File: config.mk
export PLATFORM = sky130hd
export DESIGN_NAME = cfill_shr_unit
export DESIGN_NICKNAME = d
export VERILOG_FILES = /design/src/rtl/cfs_pkg.sv /design/src/rtl/cfs_count_sel.sv /design/src/rtl/cfs_fill_shifter.sv /design/src/rtl/cfs_flag_unit.sv /design/src/rtl/cfill_shr_unit.sv
export SDC_FILE = /design/constraint.sdc
export NUM_CORES = 1
export LEC_CHECK = 0
export BUFFER_PORTS_ARGS = -buffer_cell sky130_fd_sc_hd__buf_4
export CAP_MARGIN = 20
export CORE_ASPECT_RATIO = 0.7
export CORE_UTILIZATION = 46
export CTS_CLUSTER_DIAMETER = 100
export DETAILED_ROUTE_END_ITERATION = 10
export PLACE_DENSITY = 0.74
export SYNTH_ARGS = -nofsm -noshare
export SYNTH_HDL_FRONTEND = slang
export SYNTH_HIERARCHICAL = 1
export SYNTH_SLANG_ARGS = --single-unit
File: constraint.sdc
create_clock -name clk -period 2.3 [get_ports clk]
set_clock_uncertainty 0.05 [all_clocks]
set_input_delay 0.115 -clock clk [delete_from_list [all_inputs] [get_ports clk]]
set_output_delay 0.115 -clock clk [all_outputs]
set_load 0.1 [all_outputs]
File: src/rtl/cfs_pkg.sv
package cfs_pkg;

  // Count source selector driven by mode_reg.
  typedef enum logic {
    CNT_IMM = 1'b0,
    CNT_REG = 1'b1
  } cnt_src_e;

  // Condition flag bundle.
  typedef struct packed {
    logic n;
    logic z;
    logic v;
    logic c;
  } flags_t;

endpackage

File: src/rtl/cfs_count_sel.sv
module cfs_count_sel
  import cfs_pkg::*;
#(
  parameter int DATA_W = 16,
  parameter int IMM_W  = 4,
  parameter int CNT_W  = 16,
  parameter int SH_W   = $clog2(DATA_W + 1)
) (
  input  cnt_src_e          src,
  input  logic [IMM_W-1:0]  imm_cnt,
  input  logic [CNT_W-1:0]  reg_cnt,
  output logic [SH_W-1:0]   shamt
);

  localparam logic [SH_W-1:0]  FULL     = SH_W'(DATA_W);
  localparam logic [CNT_W-1:0] REG_SAT  = CNT_W'(DATA_W);

  logic [SH_W-1:0] imm_n;
  logic [SH_W-1:0] reg_n;

  // An immediate of zero encodes the full-width shift.
  always_comb begin
    if (imm_cnt == '0) imm_n = FULL;
    else               imm_n = SH_W'(imm_cnt);
  end

  // A register count at or beyond the width saturates to the full width.
  always_comb begin
    if (reg_cnt >= REG_SAT) reg_n = FULL;
    else                    reg_n = reg_cnt[SH_W-1:0];
  end

  assign shamt = (src == CNT_REG) ? reg_n : imm_n;

endmodule

File: src/rtl/cfs_fill_shifter.sv
module cfs_fill_shifter #(
  parameter int DATA_W = 16,
  parameter int SH_W   = $clog2(DATA_W + 1)
) (
  input  logic [DATA_W-1:0] din,
  input  logic              fill,
  input  logic [SH_W-1:0]   shamt,
  output logic [DATA_W-1:0] dout,
  output logic              tail
);

  // One guard bit below the word catches the last bit shifted out.
  localparam int EXT_W = DATA_W + 1;

  logic [EXT_W-1:0] stage [SH_W+1];

  assign stage[0] = {din, 1'b0};

  for (genvar s = 0; s < SH_W; s++) begin : g_stage
    localparam int STEP = 1 << s;
    if (STEP < EXT_W) begin : g_part
      always_comb begin
        if (shamt[s]) stage[s+1] = {{STEP{fill}}, stage[s][EXT_W-1:STEP]};
        else          stage[s+1] = stage[s];
      end
    end else begin : g_all
      always_comb begin
        if (shamt[s]) stage[s+1] = {EXT_W{fill}};
        else          stage[s+1] = stage[s];
      end
    end
  end

  assign dout = stage[SH_W][EXT_W-1:1];
  assign tail = stage[SH_W][0];

endmodule

File: src/rtl/cfs_flag_unit.sv
module cfs_flag_unit
  import cfs_pkg::*;
#(
  parameter int DATA_W = 16,
  parameter int SH_W   = $clog2(DATA_W + 1)
) (
  input  logic [DATA_W-1:0] op_word,
  input  logic [DATA_W-1:0] res_word,
  input  logic              tail,
  input  logic [SH_W-1:0]   shamt,
  input  logic              cin,
  output flags_t            flags
);

  always_comb begin
    flags.n = res_word[DATA_W-1];
    flags.z = (res_word == '0);
    flags.v = op_word[DATA_W-1] ^ res_word[DATA_W-1];
    flags.c = (shamt == '0) ? cin : tail;
  end

endmodule

File: src/rtl/cfill_shr_unit.sv
module cfill_shr_unit
  import cfs_pkg::*;
#(
  parameter int DATA_W = 16,
  parameter int IMM_W  = 4,
  parameter int CNT_W  = 16
) (
  input  logic              clk,
  input  logic              rst,
  input  logic              start,
  input  logic              mode_reg,
  input  logic [IMM_W-1:0]  imm_cnt,
  input  logic [CNT_W-1:0]  reg_cnt,
  input  logic [DATA_W-1:0] operand,
  input  logic              carry_in,
  output logic [DATA_W-1:0] result,
  output logic              flag_n,
  output logic              flag_z,
  output logic              flag_v,
  output logic              flag_c,
  output logic              done
);

  localparam int SH_W = $clog2(DATA_W + 1);

  cnt_src_e          src;
  logic [SH_W-1:0]   shamt;
  logic [DATA_W-1:0] shifted;
  logic              tail;
  flags_t            nxt_flags;
  flags_t            flags_q;
  logic [DATA_W-1:0] result_q;
  logic              done_q;

  assign src = cnt_src_e'(mode_reg);

  cfs_count_sel #(
    .DATA_W(DATA_W), .IMM_W(IMM_W), .CNT_W(CNT_W), .SH_W(SH_W)
  ) u_count (
    .src     (src),
    .imm_cnt (imm_cnt),
    .reg_cnt (reg_cnt),
    .shamt   (shamt)
  );

  cfs_fill_shifter #(
    .DATA_W(DATA_W), .SH_W(SH_W)
  ) u_shift (
    .din   (operand),
    .fill  (carry_in),
    .shamt (shamt),
    .dout  (shifted),
    .tail  (tail)
  );

  cfs_flag_unit #(
    .DATA_W(DATA_W), .SH_W(SH_W)
  ) u_flags (
    .op_word  (operand),
    .res_word (shifted),
    .tail     (tail),
    .shamt    (shamt),
    .cin      (carry_in),
    .flags    (nxt_flags)
  );

  always_ff @(posedge clk) begin
    if (rst) begin
      result_q <= '0;
      flags_q  <= '0;
      done_q   <= 1'b0;
    end else begin
      done_q <= start;
      if (start) begin
        result_q <= shifted;
        flags_q  <= nxt_flags;
      end
    end
  end

  assign result = result_q;
  assign flag_n = flags_q.n;
  assign flag_z = flags_q.z;
  assign flag_v = flags_q.v;
  assign flag_c = flags_q.c;
  assign done   = done_q;

endmodule

Word-level counts from Yosys, hierarchy flattened --
Cells that the tools add are included.
Storage, ports and cells: flip-flop bits (word level) 21, input port bits 41, output and inout bits 21, logic and storage cells 20
Cells by class: order comparisons 1, mux-type cells 9, bitwise logic cells 1, reductions and logical operators 3
Operators by type and width (count):
- two-way mux 17 bit | 5
- >= comparator 16 x 5 -> 1 bit, second input constant | 1
- logical NOT 16 bit | 1
- two-way mux 5 bit | 3
- logical NOT 5 bit | 1
- logical NOT 4 bit | 1
- two-way mux 1 bit | 1
- XOR 1 bit | 1

Logic depth before layout (Yosys ltp) --
Gate-level depths: netlist (run 1).
depth in word-level cells 9, mapped depth 13, gate-level depth less buffers 11

Hierarchy --
The synthesis (run 1) kept the hierarchy.
Modules (own cells, without submodules):
- cfs_fill_shifter | times used 1, cells an instance 94, area each 873.3 µm², sequential area each 0.0 µm²
- cfill_shr_unit | times used 1, cells an instance 67, area each 760.7 µm², sequential area each 420.4 µm²
- cfs_count_sel | times used 1, cells an instance 19, area each 126.4 µm², sequential area each 0.0 µm²
- cfs_flag_unit | times used 1, cells an instance 10, area each 72.6 µm², sequential area each 0.0 µm²

Worst setup path before layout (run 1) --
Ideal clock, no wire load.
path kind in2reg, from input reg_cnt[13], to register flags_q (netlist bit flag_z), library setup time 0.067 ns, arrival 2.443 ns, data required time 2.183 ns, setup slack -0.260 ns, stages on the path 12, buffers on the path 1, cells stage by stage nor4_2 nand4_2 o22ai_1 buf_2 mux4_2 nand2_1 o21a_1 a21oi_1 nor4_1 and4_1 mux2i_1 nor2_1
RTL lines:
- start, declared | RTL line cfill_shr_unit.sv:13 | input logic [CNT_W-1:0] reg_cnt,
- end signal, assigned | RTL line cfill_shr_unit.sv:76 | flags_q <= nxt_flags;
- end, declared | RTL line cfill_shr_unit.sv:31 | flags_t flags_q;

==> flow_summary.toml, run 1 <==
[grt]
grt_pass1_vias = 1903
grt_max_degree = 22
grtUsageTotal_pct = 29.7
grt_pass1_wl_mm = 9.54
gr-total-overflow = 0
antenna_found_initial = 0

[place]
port_buffers = 61
post-dp-hpwl_mm = 3.94
gp_congestion = 0.947
dp_slack_ns = -0.492
placedCellCount = 330

[synthesis]
yosysWarnings = 6
ys.flop_type = "dfxtp_1"
synth-seq-cells = 21
yosysSeqAreaShare_pct = 22.9
syn_area_sq_um = 1830
syn_inst = 190
ys_types = 39
synth-edff-count = 0
avgSynthCellArea_sq_um = 9.65
synthesis.nets = 231
synthArstFlopShare_pct = 0

[routing]
avgRoutedWirePerCell_um = 20.8
drt-pass1-iter-count = 4
vias_per_cell = 6.17
drt_iter0_drc = 222
drc_errors = 0
wl_mm = 7.18
via_count = 2130
ant_nets = 0

[power]
p_leak_nw = 1.37
irDropWorstVdd_mv = 0.480
seqPwrFrac_pct = 26.7
switching_share_pct = 42.4
p_comb_share_pct = 57.6
clockPowerShare_pct = 15.7
internal_power_mw = 0.882
power_density_nw_per_um2 = 492
p_sw_mw = 0.650

[clock_network]
path_clk_slew_ns = 0.07
h-tree-depth = 1
root_buffer = "clkbuf_8"
cts_num_sinks = 21
cts_buffers = 3
clock_latency_ns = 0.26
clk_path_buf_depth = 2
cts_tree = "built"
ctsHoldBuffers = 0

[run_status]
violations = "negative setup slack"
status = "finished with violations"

[timing]
setup-tns-final_ns = -1.24
setup-violations-final = 8
max_freq_mhz = 357
rsz0062_at_grt = "true"
fin_hold_ws_ns = 0.123
worst_slack_ns = -0.498
slew_viol_final = 0
timing.final.crit_share_pct = 122
worst_pin_slew_ns = 0.598
relSlewSlack_pct = 59.8
fin_crit_ns = 2.80
finalHoldViolations = 0

[worst_setup_path]
reg2regPathDepth = 2
rrSetupSlack_ns = 1.57
cp-start-kind = "input port"
reg2reg_from = "result[0]"
endpoint_kind = "flop"
criticalPathCategory = "in2reg"
timing.critical_path.from = "reg_cnt[8]"
regToRegEndpoint = "result[0]"
arrival_ns = 2.95
crit_required_ns = 2.45
cp_max_fo = 5

[finish]
drive_above_1_share_pct = 61.0
diodes = 0
layout_common_cells = "102 x buf_4, 28 x mux2i_1, 24 x nor2_1, 21 x dfxtp_1"
nFillCells = 169
final_nets = 337
synthToLayoutAreaGrowth_pct = 69.8
layout_commonest_cell = "buf_4"
layout.cells.non_filler = 345

[min_path]
min_from = "rst"
hold_class = "in2reg"
min_path_cells = 2
holdPathEnd = "result[8]"

[floorplan]
die_w_um = 77.5
initial_utilization_pct = 49.9
die_h_um = 54.8
rows = 18
core_sq_um = 3670
die_area_sq_um = 4250
io_pins = 62

[run]
drv_cap = 0
-- registers in the layout, indices dropped and copies added, names as in the netlist --
register  count
done          1
result       16
flag_z        1
flag_n        1
flag_v        1
flag_c        1
-- worst max path at each step --
stage	to	slack, ns	cells past startpoint
finish	flag_z	-0.50	15
global placement	flag_z	-0.48	13
floorplan	flag_z	-0.11	13
detailed placement	flag_z	-0.49	13
global route	flag_z	-0.56	15
CTS	flag_z	-0.17	13
-- stage by stage --
step                util (%)  total power [mW]  area (sq um)
global route            84.8              1.58          3110
floorplan                  -             0.880          1890
global placement        71.5              1.10          2630
detailed placement      71.5              1.11          2630
finish                  84.8              1.53          3110
CTS                     78.5              1.42          2880
-- cell type report --
type | count | area, sq um | area share (%)
Clock buffer | 4 | 45.0 | 1.45
Inverter | 12 | 45.0 | 1.45
Multi-Input combinational cell | 141 | 1570 | 50.5
Sequential cell | 21 | 420 | 13.5
Tap cell | 50 | 62.6 | 2.01
Timing Repair Buffer | 117 | 968 | 31.1
-- Yosys cell counts (2+ instances only) --
cell	instances	area, sq um
o22ai_1	4	25.0
a21oi_1	7	35.0
o221ai_1	2	17.5
buf_2	4	20.0
mux4_1	3	78.8
nand2_1	5	18.8
mux2i_1	43	430
o21a_1	3	22.5
buf_6	2	22.5
mux4_2	8	180
a221oi_1	2	17.5
buf_12	3	60.1
nor2b_1	3	18.8
inv_1	11	41.3
nor3_1	2	10.0
mux2_2	4	45.0
o21ai_1	2	10.0
o21ai_0	3	15.0
nor2_1	26	97.6
o31ai_1	4	30.0
dfxtp_1	21	420
nor4_1	5	31.3
o211a_1	2	20.0
clkbuf_1	6	22.5
-- cells by family after synthesis --
family                    share of synthesized area (%)
muxes                                              40.7
and+or+nand+nor                                    14.0
xor gates and xnor gates                          0.478
AOI/OAI and AO/OA                                  12.2
buffers and inverters                              9.69
DFF                                                22.9
-- layer usage --
metal | routed length, um | part of all wire (%) | global-route usage, % | vias to the layer above
met1 | 2820 | 39 | 37.4 | 1005
met4 | 254 | 3.5 | 8.49 | 0
li1 | - | - | - | 925
met5 | 0 | 0 | 0 | -
met2 | 3310 | 46 | 50.6 | 166
met3 | 793 | 11 | 8.83 | 34
-- power groups by stage --
stage / clock network, mW / registers (mW) / logic, mW
floorplan: 0 / 0.618 / 0.262
global placement: 0 / 0.415 / 0.689
detailed placement: 0 / 0.415 / 0.694
CTS: 0.245 / 0.407 / 0.770
global route: 0.256 / 0.413 / 0.914
finish: 0.241 / 0.410 / 0.882
-- repair_timing --
item / in CTS / in global routing
setup endpoints to repair: 2 / 16
resized for setup: 31 / 42
pin swaps: 14 / 17
gates cloned: 0 / 0
buffers inserted: 10 / 5
-- critical path, cell delays in order --
cell and delay [ns]:
buf_6 0.10, nor4_4 0.26, nand4_2 0.22, o22ai_4 0.19
buf_12 0.15, buf_8 0.11, buf_12 0.11, mux2i_2 0.24
mux2i_1 0.13, mux2i_1 0.30, o221ai_2 0.16, nor4_1 0.39
and4_1 0.27, mux2i_1 0.09, nor2_1 0.10
Note: power is estimated with default switching activity, not from simulation.
==> run 2: changes to the inputs <==
Settings changed: GPL_TIMING_DRIVEN set to 0, MAX_ROUTING_LAYER set to met4.
==> run 2 against run 1 <==
The flow still finishes with violations (negative setup slack); sequential power hardly changed; non-clock buffer count is 24 lower; clock-buffer cell count is 1 lower; final area is 8.8% lower; worst hold slack worse by 0.040 ns; die area stayed put; combinational power is 14% lower; critical endpoint unchanged; largest cell class unchanged; largest power group unchanged.
==> flow_summary.toml, run 2 (synthesis gave the netlist of run 1 again) <==
[run_status]
status = "finished with violations"
violations = "negative setup slack"

[routing]
drc_errors = 0
avgRoutedWirePerCell_um = 17.7
wl_mm = 5.69
drt_iter0_drc = 170
via_count = 1889
drt-pass1-iter-count = 4
ant_nets = 0
vias_per_cell = 5.88

[finish]
final_nets = 313
layout_common_cells = "71 x buf_4, 32 x mux2i_1, 25 x nor2_1, 21 x dfxtp_1, 11 x inv_1"
largest_reg_flops = 16
drive_above_1_share_pct = 53.1
layout_commonest_cell = "buf_4"
synthToLayoutAreaGrowth_pct = 54.9
diodes = 0

[clock_network]
clk_path_buf_depth = 2
cts_buffers = 3
h-tree-depth = 1
cts_tree = "built"
path_clk_slew_ns = 0.08
cts_num_sinks = 21
root_buffer = "clkbuf_8"
clock_latency_ns = 0.25

[grt]
gr-total-overflow = 0
grt_pass1_vias = 1619
grt_max_degree = 13
grtUsageTotal_pct = 25.0
antenna_found_initial = 0
grt_pass1_wl_mm = 7.91

[place]
gp_congestion = 0.895
port_buffers = 60
post-dp-hpwl_mm = 3.77

[timing]
setup-tns-final_ns = -0.850
fin_crit_ns = 2.68
timing.final.crit_share_pct = 116
worst_pin_slew_ns = 0.505
max_freq_mhz = 374
setup-violations-final = 3
worst_slack_ns = -0.376
finalHoldViolations = 0
fin_hold_ws_ns = 0.0828
slew_viol_final = 0
relSlewSlack_pct = 66.2
rsz0062_at_grt = "true"

[floorplan]
die_area_sq_um = 4250
core_sq_um = 3670
die_w_um = 77.5
io_pins = 62
initial_utilization_pct = 49.9
rows = 18
die_h_um = 54.8

[worst_setup_path]
reg2reg_from = "result[4]"
endpoint_kind = "flop"
critical_path.max_stage_delay_ns = 0.37
regToRegEndpoint = "result[4]"
rrSetupSlack_ns = 1.60
critPathSlowestCell = "mux2_2"
criticalPathCategory = "in2reg"
cp_max_fo = 10
reg2regPathDepth = 2
cp-start-kind = "input port"
crit_required_ns = 2.44
timing.critical_path.from = "reg_cnt[9]"
arrival_ns = 2.82
worstPathCellList = "buf_4 > nor4_4 > nand4_4 > o22ai_4 > buf_6 > mux2_2 > mux2i_2 > o21a_1 > o21ai_1 > nor4_1 > and4_1 > mux2i_1 > nor2_1"

[min_path]
min_from = "start"
min_path_cells = 3
hold_class = "in2reg"
holdPathEnd = "result[13]"

[power]
power_density_nw_per_um2 = 493
p_leak_nw = 1.25
irDropWorstVdd_mv = 0.506

[run]
drv_cap = 0
-- run 2: per-layer routing --
| metal | vias to the layer above | global-route usage [%] | routed length [um] |
|---|---|---|---|
| met5 | - | - | 0 |
| met4 | 0 | 4.72 | 98 |
| met3 | 14 | 4.33 | 538 |
| met2 | 110 | 37.8 | 2590 |
| met1 | 888 | 35.2 | 2460 |
| li1 | 877 | - | - |
-- run 2: worst max-delay path by stage --
stage,to,slack [ns],cells after the start
after floorplan,flag_z,-0.11,13
after global placement,flag_z,-0.60,14
after detailed placement,flag_z,-0.63,14
after CTS,flag_z,-0.27,13
after global routing,flag_z,-0.42,13
final,flag_z,-0.38,13
-- run 2: final cells by class --
cell class / instances / area (sq um)
Buffer: 16 / 161
Clock buffer: 3 / 41.3
Clock inverter: 1 / 5.00
Fill cell: 241 / 832
Inverter: 12 / 45.0
Multi-Input combinational cell: 141 / 1480
Sequential cell: 21 / 420
Tap cell: 50 / 62.6
Timing Repair Buffer: 77 / 621
-- run 2: repair_timing --
| action | CTS | global route |
|---|---|---|
| hold buffers | 1 | 0 |
| pin swaps | 9 | 13 |
| setup buffers | 4 | 11 |
| setup endpoints to repair | 3 | 19 |
| gates cloned | 0 | 1 |
| hold endpoints to repair | 1 | 0 |
| resized for setup | 11 | 47 |
-- run 2: power breakdown --
part | leakage [nW] | internal (mW) | switching (mW) | total [mW]
clock network | 0.0255 | 0.121 | 0.115 | 0.236
registers | 0.173 | 0.392 | 0.0158 | 0.408
logic | 1.05 | 0.297 | 0.459 | 0.756
total | 1.25 | 0.810 | 0.590 | 1.40
-- run 2: stage by stage --
step	util (%)	worst slack, ns	power, mW	std cells	area (sq um)
2_1_floorplan	-	-0.106	0.880	190	1890
3_5_place_dp	65.4	-0.625	1.04	300	2400
6_report	77.3	-0.376	1.40	321	2840
5_1_grt	77.3	-0.424	1.46	321	2840
3_3_place_gp	65.4	-0.598	1.04	300	2400
4_1_cts	69.0	-0.266	1.30	309	2530
-- run 2: worst max-delay path, delay by kind of cell --
kind | cells | cell delay [ns]
AOI/OAI and AO/OA | 3 | 0.47
buffers and inverters | 2 | 0.33
muxes | 3 | 0.73
and+or+nand+nor | 5 | 1.16
==> run 3: changes to the inputs <==
Settings changed: ABC_AREA set to 1, CORE_UTILIZATION 46 to 47.
==> run 3 against run 2 <==
The flow now finishes without violations; sequential power about the same; fmax grew 29%; area after synthesis grew 14%; register-to-register slack better by 0.05 ns; sequential cell count did not move; die area grew 11%; critical path depth grew 10; critical endpoint unchanged; largest power group unchanged.
==> flow_summary.toml, run 3 <==
[run_status]
status = "finished clean"

[timing]
setup-tns-final_ns = 0
max_freq_mhz = 481
worst_pin_slew_ns = 0.375
fin_crit_ns = 2.08
slew_viol_final = 0
setup-violations-final = 0
timing.final.crit_share_pct = 90.4
relSlewSlack_pct = 75.0
finalHoldViolations = 0

[floorplan]
io_pins = 62
die_h_um = 57.8
die_area_sq_um = 4720
initial_utilization_pct = 51.1
rows = 19
core_sq_um = 4090
die_w_um = 81.7

[finish]
nFillCells = 408
layout.cells.non_filler = 503
layout_common_cells = "147 x nand2_1, 68 x buf_4, 53 x nand3_1, 50 x nor2_1, 42 x inv_1"
layout_commonest_cell = "nand2_1"
drive_above_1_share_pct = 27.1
largest_reg_flops = 16
synthToLayoutAreaGrowth_pct = 31.0
final_nets = 493
diodes = 0

[synthesis]
ys_top_cells_by_count = "153 x nand2_1, 59 x nand3_1, 51 x nor2_1"
avgSynthCellArea_sq_um = 5.46
synth.most_common_cell = "nand2_1"
yosys.area.top_type = "nand2_1"
synth-seq-cells = 21
ys_types = 25
synth.area.top_cells = "nand2_1 27%, dfxtp_1 20%, nand3_1 14%"
synthArstFlopShare_pct = 0
synth_top_area_share_pct = 27.5
syn_inst = 383
synth-edff-count = 0
ys.flop_type = "dfxtp_1"
syn_area_sq_um = 2090
yosysWarnings = 6
yosysSeqAreaShare_pct = 20.1
synthesis.nets = 424

[clock_network]
cts_buffers = 3
cts_tree = "built"
cts_num_sinks = 21
clock_latency_ns = 0.26
h-tree-depth = 1
root_buffer = "clkbuf_8"
clk_path_buf_depth = 2
path_clk_slew_ns = 0.08

[place]
placedCellCount = 495
gp_congestion = 0.929
port_buffers = 60
post-dp-hpwl_mm = 4.31

[grt]
grt_pass1_vias = 2048
grtUsageTotal_pct = 24.2
grt_max_degree = 13
antenna_found_initial = 0
gr-total-overflow = 0
grt_pass1_wl_mm = 8.78

[routing]
wl_mm = 5.26
ant_nets = 0
drt-pass1-iter-count = 4
avgRoutedWirePerCell_um = 10.5
drt_iter0_drc = 156
via_count = 2439
drc_errors = 0
vias_per_cell = 4.85

[power]
p_leak_nw = 1.55
irDropWorstVdd_mv = 0.459
power_mw = 1.33
power_density_nw_per_um2 = 486

[run]
drv_cap = 0

[worst_setup_path]
rrSetupSlack_ns = 1.65
crit_required_ns = 2.45
cp_max_fo = 10
criticalPathCategory = "in2reg"
cp-start-kind = "input port"
endpoint_kind = "flop"
arrival_ns = 2.23

[min_path]
hold_class = "in2reg"
-- run 3: cell types whose count changed in the layout (fill, tap and decap cells not counted), moves of 9 or more --
| cell | delta |
|---|---|
| nand2_1 | +142 |
| inv_1 | +31 |
| nand3_1 | +52 |
| mux2i_1 | -32 |
| nand2_2 | +17 |
| nor2_1 | +25 |
| mux4_2 | -9 |
-- run 3: power breakdown --
group	switching (mW)	internal [mW]	leakage, nW	total (mW)
combinational	0.467	0.220	1.35	0.686
clock	0.117	0.121	0.0255	0.238
sequential	0.0136	0.392	0.174	0.406
-- run 3: repair_timing --
| item | CTS | global route |
|---|---|---|
| gates resized for setup | 0 | 17 |
| buffers inserted | 0 | 2 |
| hold buffers | 1 | 0 |
| endpoints found under the hold margin | 1 | 0 |
| endpoints found under the setup margin | 0 | 1 |
-- run 3: through the flow --
| step | instance area, sq um | setup slack (ns) | hold slack [ns] | util [%] |
|---|---|---|---|---|
| floorplan | 2090 | 0.376 | 0.136 | - |
| global placement | 2610 | -0.0916 | 0.232 | 63.7 |
| detailed placement | 2610 | -0.101 | 0.233 | 63.7 |
| CTS | 2660 | 0.166 | 0.107 | 65.1 |
| global route | 2740 | -0.00300 | 0.127 | 66.9 |
| finish | 2740 | 0.221 | 0.103 | 66.9 |
-- run 3: final timing paths --
check / cells after the start / end / startpoint
max: 23 / flag_z / reg_cnt[11]
min: 4 / result[13] / start
max reg2reg: 2 / result[1] / result[1]
min reg2reg: 2 / result[11] / result[11]
-- run 3: logic make-up after synthesis --
| family | Yosys count | synth area share [%] |
|---|---|---|
| AOI/OAI and AO/OA | 9 | 2.45 |
| DFF | 21 | 20.1 |
| xor gates and xnor gates | 1 | 0.419 |
| and+or+nand+nor | 290 | 59.6 |
| buffers and inverters | 62 | 17.4 |
-- run 3: cell type report --
class                           count  area [sq um]  share of cell area, %
Buffer                             18           190                   6.95
Inverter                           44           175                   6.40
Multi-Input combinational cell    300          1360                   49.7
Clock buffer                        3          41.3                   1.51
Timing Repair Buffer               64           480                   17.6
Tap cell                           52          65.1                   2.38
Sequential cell                    21           420                   15.4
Clock inverter                      1          5.00                  0.183
-- run 3: metal layers --
metal	vias to the layer above	track usage (%)	wire [um]
li1	1308	-	-
met1	1057	35.5	2780
met2	74	36.7	2150
met3	0	3.78	328
met4	0	0.752	0
met5	-	-	0
-- run 3: critical path: stages --
cell and delay [ns]:
buf_4 0.11, nor2_1 0.09, nand2_1 0.09, nor2_4 0.16, nand3b_1 0.11, nand2_2 0.10
buf_6 0.14, inv_8 0.05, buf_12 0.14, nand2_2 0.07, nand3_1 0.07, nand2_1 0.11
nand2_2 0.07, nand3_2 0.07, nand3_2 0.10, nor2_2 0.14, and2_1 0.13, nand2_1 0.05
nor2_2 0.11, inv_1 0.05, nand2_1 0.05, nand2_1 0.05, nor2_1 0.08
